===== src/rtl/scsi_dma_pkg.sv =====
package scsi_dma_pkg;
  localparam int REG_W = 32;
  localparam int AW    = 4;

  localparam logic [AW-1:0] A_CMD  = 4'd0;
  localparam logic [AW-1:0] A_STC  = 4'd1;
  localparam logic [AW-1:0] A_SPA  = 4'd2;
  localparam logic [AW-1:0] A_WBC  = 4'd3;
  localparam logic [AW-1:0] A_WAC  = 4'd4;
  localparam logic [AW-1:0] A_STAT = 4'd5;
  localparam logic [AW-1:0] A_SLA  = 4'd6;
  localparam logic [AW-1:0] A_WLA  = 4'd7;
  localparam logic [AW-1:0] A_BCTL = 4'd8;

  localparam int CMD_DONE_EN = 6;
  localparam int CMD_DIR     = 7;

  localparam int ST_W     = 6;
  localparam int ST_ERR   = 1;
  localparam int ST_ABT   = 2;
  localparam int ST_DONE  = 3;
  localparam int ST_SCSI  = 4;
  localparam int ST_BLAST = 5;

  localparam int BCTL_W1C = 24;

  typedef enum logic [1:0] {
    OP_IDLE  = 2'd0,
    OP_BLAST = 2'd1,
    OP_ABORT = 2'd2,
    OP_START = 2'd3
  } dma_op_e;
endpackage


===== src/rtl/dma_xfer_unit.sv =====
module dma_xfer_unit #(
  parameter int LEN_W = 16,
  parameter int CNT_W = 32
) (
  input  logic             clk,
  input  logic             rst_n,
  input  logic             req_valid,
  input  logic             req_dir,
  input  logic [LEN_W-1:0] req_len,
  input  logic             cmd_dir,
  input  logic [CNT_W-1:0] wbc,
  output logic             req_ready,
  output logic             accept,
  output logic [LEN_W-1:0] grant_now,
  output logic             ack,
  output logic [LEN_W-1:0] granted
);
  logic             dir_ok;
  logic [CNT_W-1:0] len_ext;

  assign len_ext = CNT_W'(req_len);
  assign dir_ok  = (req_dir == cmd_dir);
  assign accept  = req_valid && req_ready;

  always_comb begin
    if (!dir_ok)            grant_now = '0;
    else if (len_ext <= wbc) grant_now = req_len;
    else                    grant_now = wbc[LEN_W-1:0];
  end

  always_ff @(posedge clk or negedge rst_n) begin
    if (!rst_n) begin
      req_ready <= 1'b0;
      ack       <= 1'b0;
      granted   <= '0;
    end else begin
      req_ready <= 1'b1;
      ack       <= accept;
      granted   <= accept ? grant_now : '0;
    end
  end

  assert_clamp_R8: assert property (@(posedge clk) disable iff (!rst_n)
    accept |=> (CNT_W'(granted) <= $past(wbc)) && (granted <= $past(req_len)));

  assert_dir_ignored_R9: assert property (@(posedge clk) disable iff (!rst_n)
    (accept && (req_dir != cmd_dir)) |=> (ack && granted == '0));
endmodule


===== src/rtl/dma_irq_merge.sv =====
module dma_irq_merge (
  input  logic clk,
  input  logic rst_n,
  input  logic scsi_flag_n,
  input  logic done_flag_n,
  input  logic done_en_n,
  output logic irq
);
  always_ff @(posedge clk or negedge rst_n) begin
    if (!rst_n) irq <= 1'b0;
    else        irq <= scsi_flag_n | (done_flag_n & done_en_n);
  end
endmodule


===== src/rtl/scsi_dma_chan.sv =====
module scsi_dma_chan
  import scsi_dma_pkg::*;
#(
  parameter int          LEN_W   = 16,
  parameter logic [31:0] WAC_RST = 32'hFFFF_FFFF,
  parameter logic [31:0] WLA_RST = 32'hFFFF_FFFD
) (
  input  logic             clk,
  input  logic             rst_n,
  input  logic             reg_wr,
  input  logic             reg_rd,
  input  logic [3:0]       reg_addr,
  input  logic [31:0]      reg_wdata,
  output logic [31:0]      reg_rdata,
  input  logic             core_irq,
  output logic             core_dma_en,
  output logic             core_cancel,
  input  logic             xfer_valid,
  output logic             xfer_ready,
  input  logic             xfer_dir,
  input  logic [LEN_W-1:0] xfer_len,
  output logic             xfer_ack,
  output logic [LEN_W-1:0] xfer_grant,
  output logic             host_irq
);
  localparam logic [ST_W-1:0] CLR_MASK =
    ST_W'((1 << ST_ERR) | (1 << ST_ABT) | (1 << ST_DONE));

  logic [7:0]       cmd_q, cmd_n;
  logic [REG_W-1:0] stc_q, spa_q, sla_q, wbc_q, wac_q, wla_q, bctl_q;
  logic [REG_W-1:0] wbc_n, wac_n;
  logic [ST_W-1:0]  stat_q, stat_n;
  logic             core_q;
  logic             acc;
  logic [LEN_W-1:0] g_now;

  logic    cmd_wr, stat_wr, stat_rd, w1c_mode, rise, fall;
  dma_op_e op_wr;

  assign cmd_wr   = reg_wr && reg_addr == A_CMD;
  assign stat_wr  = reg_wr && reg_addr == A_STAT;
  assign stat_rd  = reg_rd && reg_addr == A_STAT;
  assign op_wr    = dma_op_e'(reg_wdata[1:0]);
  assign w1c_mode = bctl_q[BCTL_W1C];
  assign rise     = core_irq && !core_q;
  assign fall     = !core_irq && core_q;

  dma_xfer_unit #(.LEN_W(LEN_W), .CNT_W(REG_W)) u_xfer (
    .clk(clk), .rst_n(rst_n),
    .req_valid(xfer_valid), .req_dir(xfer_dir), .req_len(xfer_len),
    .cmd_dir(cmd_q[CMD_DIR]), .wbc(wbc_q),
    .req_ready(xfer_ready), .accept(acc), .grant_now(g_now),
    .ack(xfer_ack), .granted(xfer_grant)
  );

  assign cmd_n = cmd_wr ? reg_wdata[7:0] : cmd_q;

  always_comb begin
    stat_n = stat_q;
    if (cmd_wr && op_wr == OP_START) stat_n = '0;
    if (cmd_wr && op_wr == OP_BLAST) stat_n[ST_BLAST] = 1'b1;
    if (stat_wr && w1c_mode)  stat_n = stat_n & ~(reg_wdata[ST_W-1:0] & CLR_MASK);
    if (stat_rd && !w1c_mode) stat_n = stat_n & ~CLR_MASK;
    if (fall) stat_n[ST_SCSI] = 1'b0;
    if (rise) begin
      stat_n[ST_SCSI] = 1'b1;
      if (dma_op_e'(cmd_q[1:0]) == OP_START && wbc_q == '0) stat_n[ST_DONE] = 1'b1;
    end
  end

  always_comb begin
    wbc_n = wbc_q;
    wac_n = wac_q;
    if (cmd_wr && op_wr == OP_START) begin
      wbc_n = stc_q;
      wac_n = spa_q;
    end else if (acc) begin
      wbc_n = wbc_q - REG_W'(g_now);
      wac_n = wac_q + REG_W'(g_now);
    end
  end

  always_ff @(posedge clk or negedge rst_n) begin
    if (!rst_n) begin
      cmd_q       <= '0;
      stc_q       <= '0;
      spa_q       <= '0;
      sla_q       <= '0;
      wbc_q       <= '0;
      wac_q       <= WAC_RST;
      wla_q       <= WLA_RST;
      bctl_q      <= '0;
      stat_q      <= '0;
      core_q      <= 1'b0;
      core_dma_en <= 1'b0;
      core_cancel <= 1'b0;
    end else begin
      cmd_q  <= cmd_n;
      stat_q <= stat_n;
      wbc_q  <= wbc_n;
      wac_q  <= wac_n;
      core_q <= core_irq;
      if (reg_wr && reg_addr == A_STC)  stc_q  <= reg_wdata;
      if (reg_wr && reg_addr == A_SPA)  spa_q  <= reg_wdata;
      if (reg_wr && reg_addr == A_SLA)  sla_q  <= reg_wdata;
      if (reg_wr && reg_addr == A_BCTL) bctl_q <= reg_wdata;
      if (cmd_wr && op_wr == OP_START)  wla_q  <= sla_q;
      if (cmd_wr && op_wr == OP_START)     core_dma_en <= 1'b1;
      else if (cmd_wr && op_wr == OP_IDLE) core_dma_en <= 1'b0;
      core_cancel <= cmd_wr && op_wr == OP_ABORT;
    end
  end

  dma_irq_merge u_irq (
    .clk(clk), .rst_n(rst_n),
    .scsi_flag_n(stat_n[ST_SCSI]), .done_flag_n(stat_n[ST_DONE]),
    .done_en_n(cmd_n[CMD_DONE_EN]), .irq(host_irq)
  );

  always_comb begin
    unique case (reg_addr)
      A_CMD:   reg_rdata = {24'b0, cmd_q};
      A_STC:   reg_rdata = stc_q;
      A_SPA:   reg_rdata = spa_q;
      A_WBC:   reg_rdata = wbc_q;
      A_WAC:   reg_rdata = wac_q;
      A_STAT:  reg_rdata = {{(REG_W-ST_W){1'b0}}, stat_q};
      A_SLA:   reg_rdata = sla_q;
      A_WLA:   reg_rdata = wla_q;
      A_BCTL:  reg_rdata = bctl_q;
      default: reg_rdata = '0;
    endcase
  end

  assert_start_load_R2: assert property (@(posedge clk) disable iff (!rst_n)
    (cmd_wr && op_wr == OP_START) |=> (wbc_q == $past(stc_q) && wac_q == $past(spa_q)
                                       && stat_q == '0 && core_dma_en));

  assert_irq_merge_R4: assert property (@(posedge clk) disable iff (!rst_n)
    host_irq == (stat_q[ST_SCSI] | (stat_q[ST_DONE] & cmd_q[CMD_DONE_EN])));

  assert_scsi_rise_R5: assert property (@(posedge clk) disable iff (!rst_n)
    rise |=> stat_q[ST_SCSI]);

  assert_conserve_R8: assert property (@(posedge clk) disable iff (!rst_n)
    !(cmd_wr && op_wr == OP_START) |=> (wac_q + wbc_q) == $past(wac_q + wbc_q));

  assert_cancel_R3: assert property (@(posedge clk) disable iff (!rst_n)
    !(cmd_wr && op_wr == OP_ABORT) |=> !core_cancel);
endmodule


===== config.mk =====
export PLATFORM = sky130hd
export DESIGN_NAME = scsi_dma_chan
export DESIGN_NICKNAME = d
export VERILOG_FILES = /design/src/rtl/scsi_dma_pkg.sv /design/src/rtl/dma_xfer_unit.sv /design/src/rtl/dma_irq_merge.sv /design/src/rtl/scsi_dma_chan.sv
export SDC_FILE = /design/constraint.sdc
export NUM_CORES = 1
export LEC_CHECK = 0
export BUFFER_PORTS_ARGS = -buffer_cell sky130_fd_sc_hd__buf_2
export CAP_MARGIN = 20
export CORE_AREA = 5 5 155 157
export CTS_CLUSTER_SIZE = 16
export DETAILED_ROUTE_END_ITERATION = 16
export DIE_AREA = 0 0 160 162
export PLACE_DENSITY = 0.92
export SYNTH_ARGS = -nofsm -noshare
export SYNTH_HDL_FRONTEND = slang
export SYNTH_HIERARCHICAL = 1
export SYNTH_SLANG_ARGS = --single-unit

===== constraint.sdc =====
create_clock -name clk -period 9.3 [get_ports clk]
set_clock_uncertainty 0.05 [all_clocks]
set_input_delay 1.86 -clock clk [delete_from_list [all_inputs] [get_ports clk]]
set_output_delay 1.86 -clock clk [all_outputs]
set_load 0.05 [all_outputs]

* Word-level counts from Yosys, hierarchy flattened
Index checks and enable logic that the tools add are counted.
** Storage, ports and cells
- Flip-flop bits (word level) :: 260
- Logic and storage cells :: 80
- Input port bits :: 59
- Output and inout port bits :: 53
** Operators by class
- Multiplexer cells :: 18
- Reductions and logical operators :: 25
- $lt $le $gt $ge :: 1
- Equality and inequality tests :: 13
- Add/sub/neg operators :: 2
- Bitwise gates (word level) :: 4
** Operators by type and width (count)
- $pmux 32 s9 :: 1
- $mux 32 :: 4
- $mux 16 :: 3
- $add 32x16->32 :: 1
- $le 16x32->1 :: 1
- $logic_not 32->1 :: 1
- $sub 32x16->32 :: 1
- $logic_and 1x1->1 :: 17
- $eq 4x3->1 const B :: 4
- $mux 6 :: 2
- $eq 4x2->1 const B :: 2
- $mux 7 :: 1
- $and 6x6->6 :: 1
- $eq 2x2->1 const B :: 3
- $not 4->6 :: 1
- $mux 1 :: 5
- $eq 4x1->1 const B :: 1
- $eq 4x4->1 const B :: 1
- $logic_not 4->1 :: 1
- $mux 4 :: 1
- $reduce_bool 2->1 :: 2
- $logic_not 1->1 :: 3
- $eq 2x1->1 const B :: 1
- $logic_not 2->1 :: 1
- 4 further kinds :: 4

* Depth between registers and ports, before layout
- Depth after elaboration :: 12
- Mapped depth :: 19
- Mapped depth without buffers :: 17

* Cells and area by module
The synthesis kept the hierarchy.
** Modules (own cells, without submodules)
- scsi_dma_chan :: area each 12942.4 um2, seq. area each 6084.6 um2, instances 1, cells each 1281
- dma_xfer_unit :: area each 1567.8 um2, seq. area each 450.4 um2, instances 1, cells each 190
- dma_irq_merge :: area each 32.5 um2, seq. area each 25.0 um2, instances 1, cells each 2

* Worst setup path before layout
Ideal clock, no wire load.
- Kind :: input port to output port
- Start point :: in reg_addr[2]
- End point :: out reg_rdata[17]
- Arrival time :: 3.776 ns
- Path buffers :: 2
- Cell stages on the path :: 6
- Path slack :: 3.614 ns
- Cells stage by stage :: clkbuf_1 -> nand2b_1 -> nor2_1 -> clkbuf_1 -> a22oi_1 -> a31oi_1
** Between the ends
- Cells in the longest elaborated chain, start to end :: 2
** RTL lines
- start: declaration :: RTL line scsi_dma_chan.sv:12 : input logic [3:0] reg_addr,
- $eq 4x4->1 (tied with other cells) :: RTL line scsi_dma_chan.sv:121 : unique case (reg_addr)
- $pmux 32 s9 (*) :: RTL line scsi_dma_chan.sv:121
- end: declaration :: RTL line scsi_dma_chan.sv:14 : output logic [31:0] reg_rdata,
Mark *: on every way between the ends. The rest lies on a longest branch, timed or not.

* Worst setup path after layout
- Start point :: in reg_addr[3]
- End point :: out reg_rdata[12]
The elaborated chain is that of the path after synthesis.

==> qor.yml <==
antenna_found_initial: 0
hpwl_mm: 28.3
synth-edff-count: 0
io_buffers: 111
post_drt_via_cell_ratio: 6.80
hold_class: "flip-flop to flip-flop"
arrival_ns: 4.59
ys.flop_type: "dfrtp_1"
setup_viol: 0
coreArea_mm2: 0.0224
post-synth-top-count-cell: "nand2_1"
cp_num_buf_inv: 3
worst_slack_ns: 2.80
fillers: 1482
worst_ep_required_time_ns: 7.39
critPathMaxFanout: 26
synth_top_family_by_area: "compound AO/OA/AOI/OAI gates"
crit_family: "simple AND/OR/NAND/NOR gates"
hold_viol: 0
final_antenna_net_count: 0
gp_congestion: 0.995
cts_hold_buf: 0
synth_warnings: 6
max_cap_viol_count: 0
fin_total_pwr_mw: 4.38
path_cells: "buf_2 -> nand2b_1 -> nor2_2 -> buf_4 -> a222oi_1 -> a31oi_1 -> buf_2"
wl_per_cell_um: 22.9
grt_pass1_vias: 12600
final_util_pct: 72.3
num_vias: 12600
dieArea_mm2: 0.0259
cts_buffer_depth: 3
period_share_pct: 69.9
synth_xor_area_share_pct: 3.01
cpPeakStageDelay_ns: 0.83
synthCells: 1473
fin_tns_setup_ns: 0
postCtsSetupBuffers: 0
leakagePower_nw: 7.10
die_w_um: 160
die_h_um: 162
slew_headroom_pct: 19.3
slew_viol_final: 0
critPathKind: "primary input to output port"
drt_iter0_markers: 1845
cp_common_cell: "buf_2"
nets: 1658
synth_compound_area_share_pct: 15.2
cts_max_level: 1
rsz0062_at_grt: "false"
async_flop_share_pct: 100
cts.reportedPaths.clkPinSlew_ns: 0.06
cts_tree: "yes"
start_util_pct: 65.0
period_minus_slack_ns: 6.50
critPathLaunchType: "primary input"
grt.total_usage_pct: 32.2
synth.area.top_cells: "dfrtp_1 (34%), dfstp_2 (11%), mux2_1 (9.4%), nand2_1 (7.4%), ha_1 (4.1%)"
place_ws_ns: 2.37
synth_area_mm2: 0.0145
p_per_area_mw_per_mm2: 271
synth_area_per_cell_um2: 9.87
instances_no_fill: 1855
max_freq_ghz: 0.154
drc: 0
status: "completed"
synthSimpleGateAreaFrac_pct: 14.9
drive_gt1_share_pct: 17.4
yosys.area.top_type: "dfrtp_1"
timing.hold.ws_ns: 0.409
synthAdderAreaFrac_pct: 4.41
clkSinkCount: 259
cp_slowest_cell: "nor2_2"
worstMarginPinSlew_ns: 1.21
synth_mux_area_share_pct: 13.6
wl_mm: 42.4
synth_seq_cells: 259
antenna_cells: 0
synth_cell_types: 74
area.growth.synth_to_final_pct: 11.3
grt_max_degree: 165
first_pass_iters: 6
synth_top_cell_area_share_pct: 33.7
clockRootBuffer: "clkbuf_16"
syn_nets: 1582
grt_pass1_wl_mm: 67.8
rows: 55
ioPinCount: 112
ctsResizeCount: 0
overflow: 0
irDropWorstVdd_uv: 183
cp-end-kind: "output port"
ys_top_cells_by_count: "nand2_1 (286), dfrtp_1 (196), mux2_1 (121), a22oi_1 (66), a21oi_1 (65)"
clock_latency_ns: 0.55
cts_made_buffers: 27
post-place-cells: 1805
placed_area_mm2: 0.0153
fin_area_mm2: 0.0162
seq_area_frac_synth_pct: 45.1
==> state kept, by name, indices dropped and copies added (netlist names) <==
register,cells
wla_q,32
cmd_q,8
wac_q,32
bctl_q,32
stc_q,32
wbc_q,32
spa_q,32
u_xfer/granted,16
u_xfer/ack,1
core_cancel,1
u_xfer/req_ready,1
sla_q,32
u_irq/irq,1
core_dma_en,1
stat_q,5
core_q,1
==> layer usage <==
| metal | vias to the layer above | part of all wire [%] | GRT usage [%] |
|---|---|---|---|
| met1 | 6072 | 38 | 43.0 |
| li1 | 5483 | - | - |
| met3 | 166 | 12 | 6.22 |
| met2 | 889 | 46 | 51.4 |
| met4 | 0 | 4.5 | 15.0 |
| met5 | - | 0 | 0 |
==> cell usage in the layout (no fill, tap or decap), types with 41 or more instances in the layout <==
cell type / instances
a21oi_1: 65
a22oi_1: 66
buf_2: 110
dfrtp_1: 196
dfstp_2: 63
ha_1: 48
inv_1: 45
mux2_1: 121
mux2i_1: 49
nand2_1: 286
nor2_1: 41
o21ai_1: 56
==> kinds of logic (layout without fill, tap and decap cells) <==
group                      after synthesis  in the layout
AOI/OAI and AO/OA                      328            328
xor gates and xnor gates                50             50
adders and majority gates               50             50
buffers and inverters                  129            226
DFF                                    259            259
muxes                                  181            181
other                                    1              1
and+or+nand+nor                        475            475
==> report_power, final <==
| group | leakage [nW] | switching [mW] | total, mW | internal, mW |
|---|---|---|---|---|
| Combinational | 3.57 | 0.892 | 1.50 | 0.604 |
| Sequential | 3.09 | 0.356 | 1.80 | 1.45 |
| Clock | 0.437 | 0.452 | 1.09 | 0.635 |
| Total | 7.10 | 1.70 | 4.38 | 2.68 |
==> path summary, 6_finish.rpt <==
path	start	endpoint	slack, ns	depth (start not counted)
hold / removal	wla_q[15]$_DFFE_PN1P_	wla_q[15]$_DFFE_PN1P_	0.41	2
setup reg to reg	wbc_q[13]$_DFFE_PN0P_	wac_q[26]$_DFFE_PN1P_	3.64	18
min in group asynchronous	rst_n	u_xfer/granted[1]$_DFF_PN0_	1.26	1
setup / recovery	reg_addr[3]	reg_rdata[12]	2.80	7
max in group asynchronous	rst_n	spa_q[21]$_DFFE_PN0P_	6.62	2
hold reg to reg	wla_q[15]$_DFFE_PN1P_	wla_q[15]$_DFFE_PN1P_	0.41	2
==> layout make-up <==
type	count	area [um2]	share of cell area [%]
sequential	259	6560	40.5
clock inverter	6	61.3	0.379
inverter	45	169	1.04
tap	285	357	2.20
timing repair buffer	131	728	4.50
multi-input combinational	1085	7480	46.2
clock buffer	44	830	5.13
==> tightest hold or removal path, stage by stage (launching register included) <==
cell	delay, ns
dfstp_2	0.37
nand2_1	0.05
nand2_1	0.04
(Power assumes the default switching activity.)
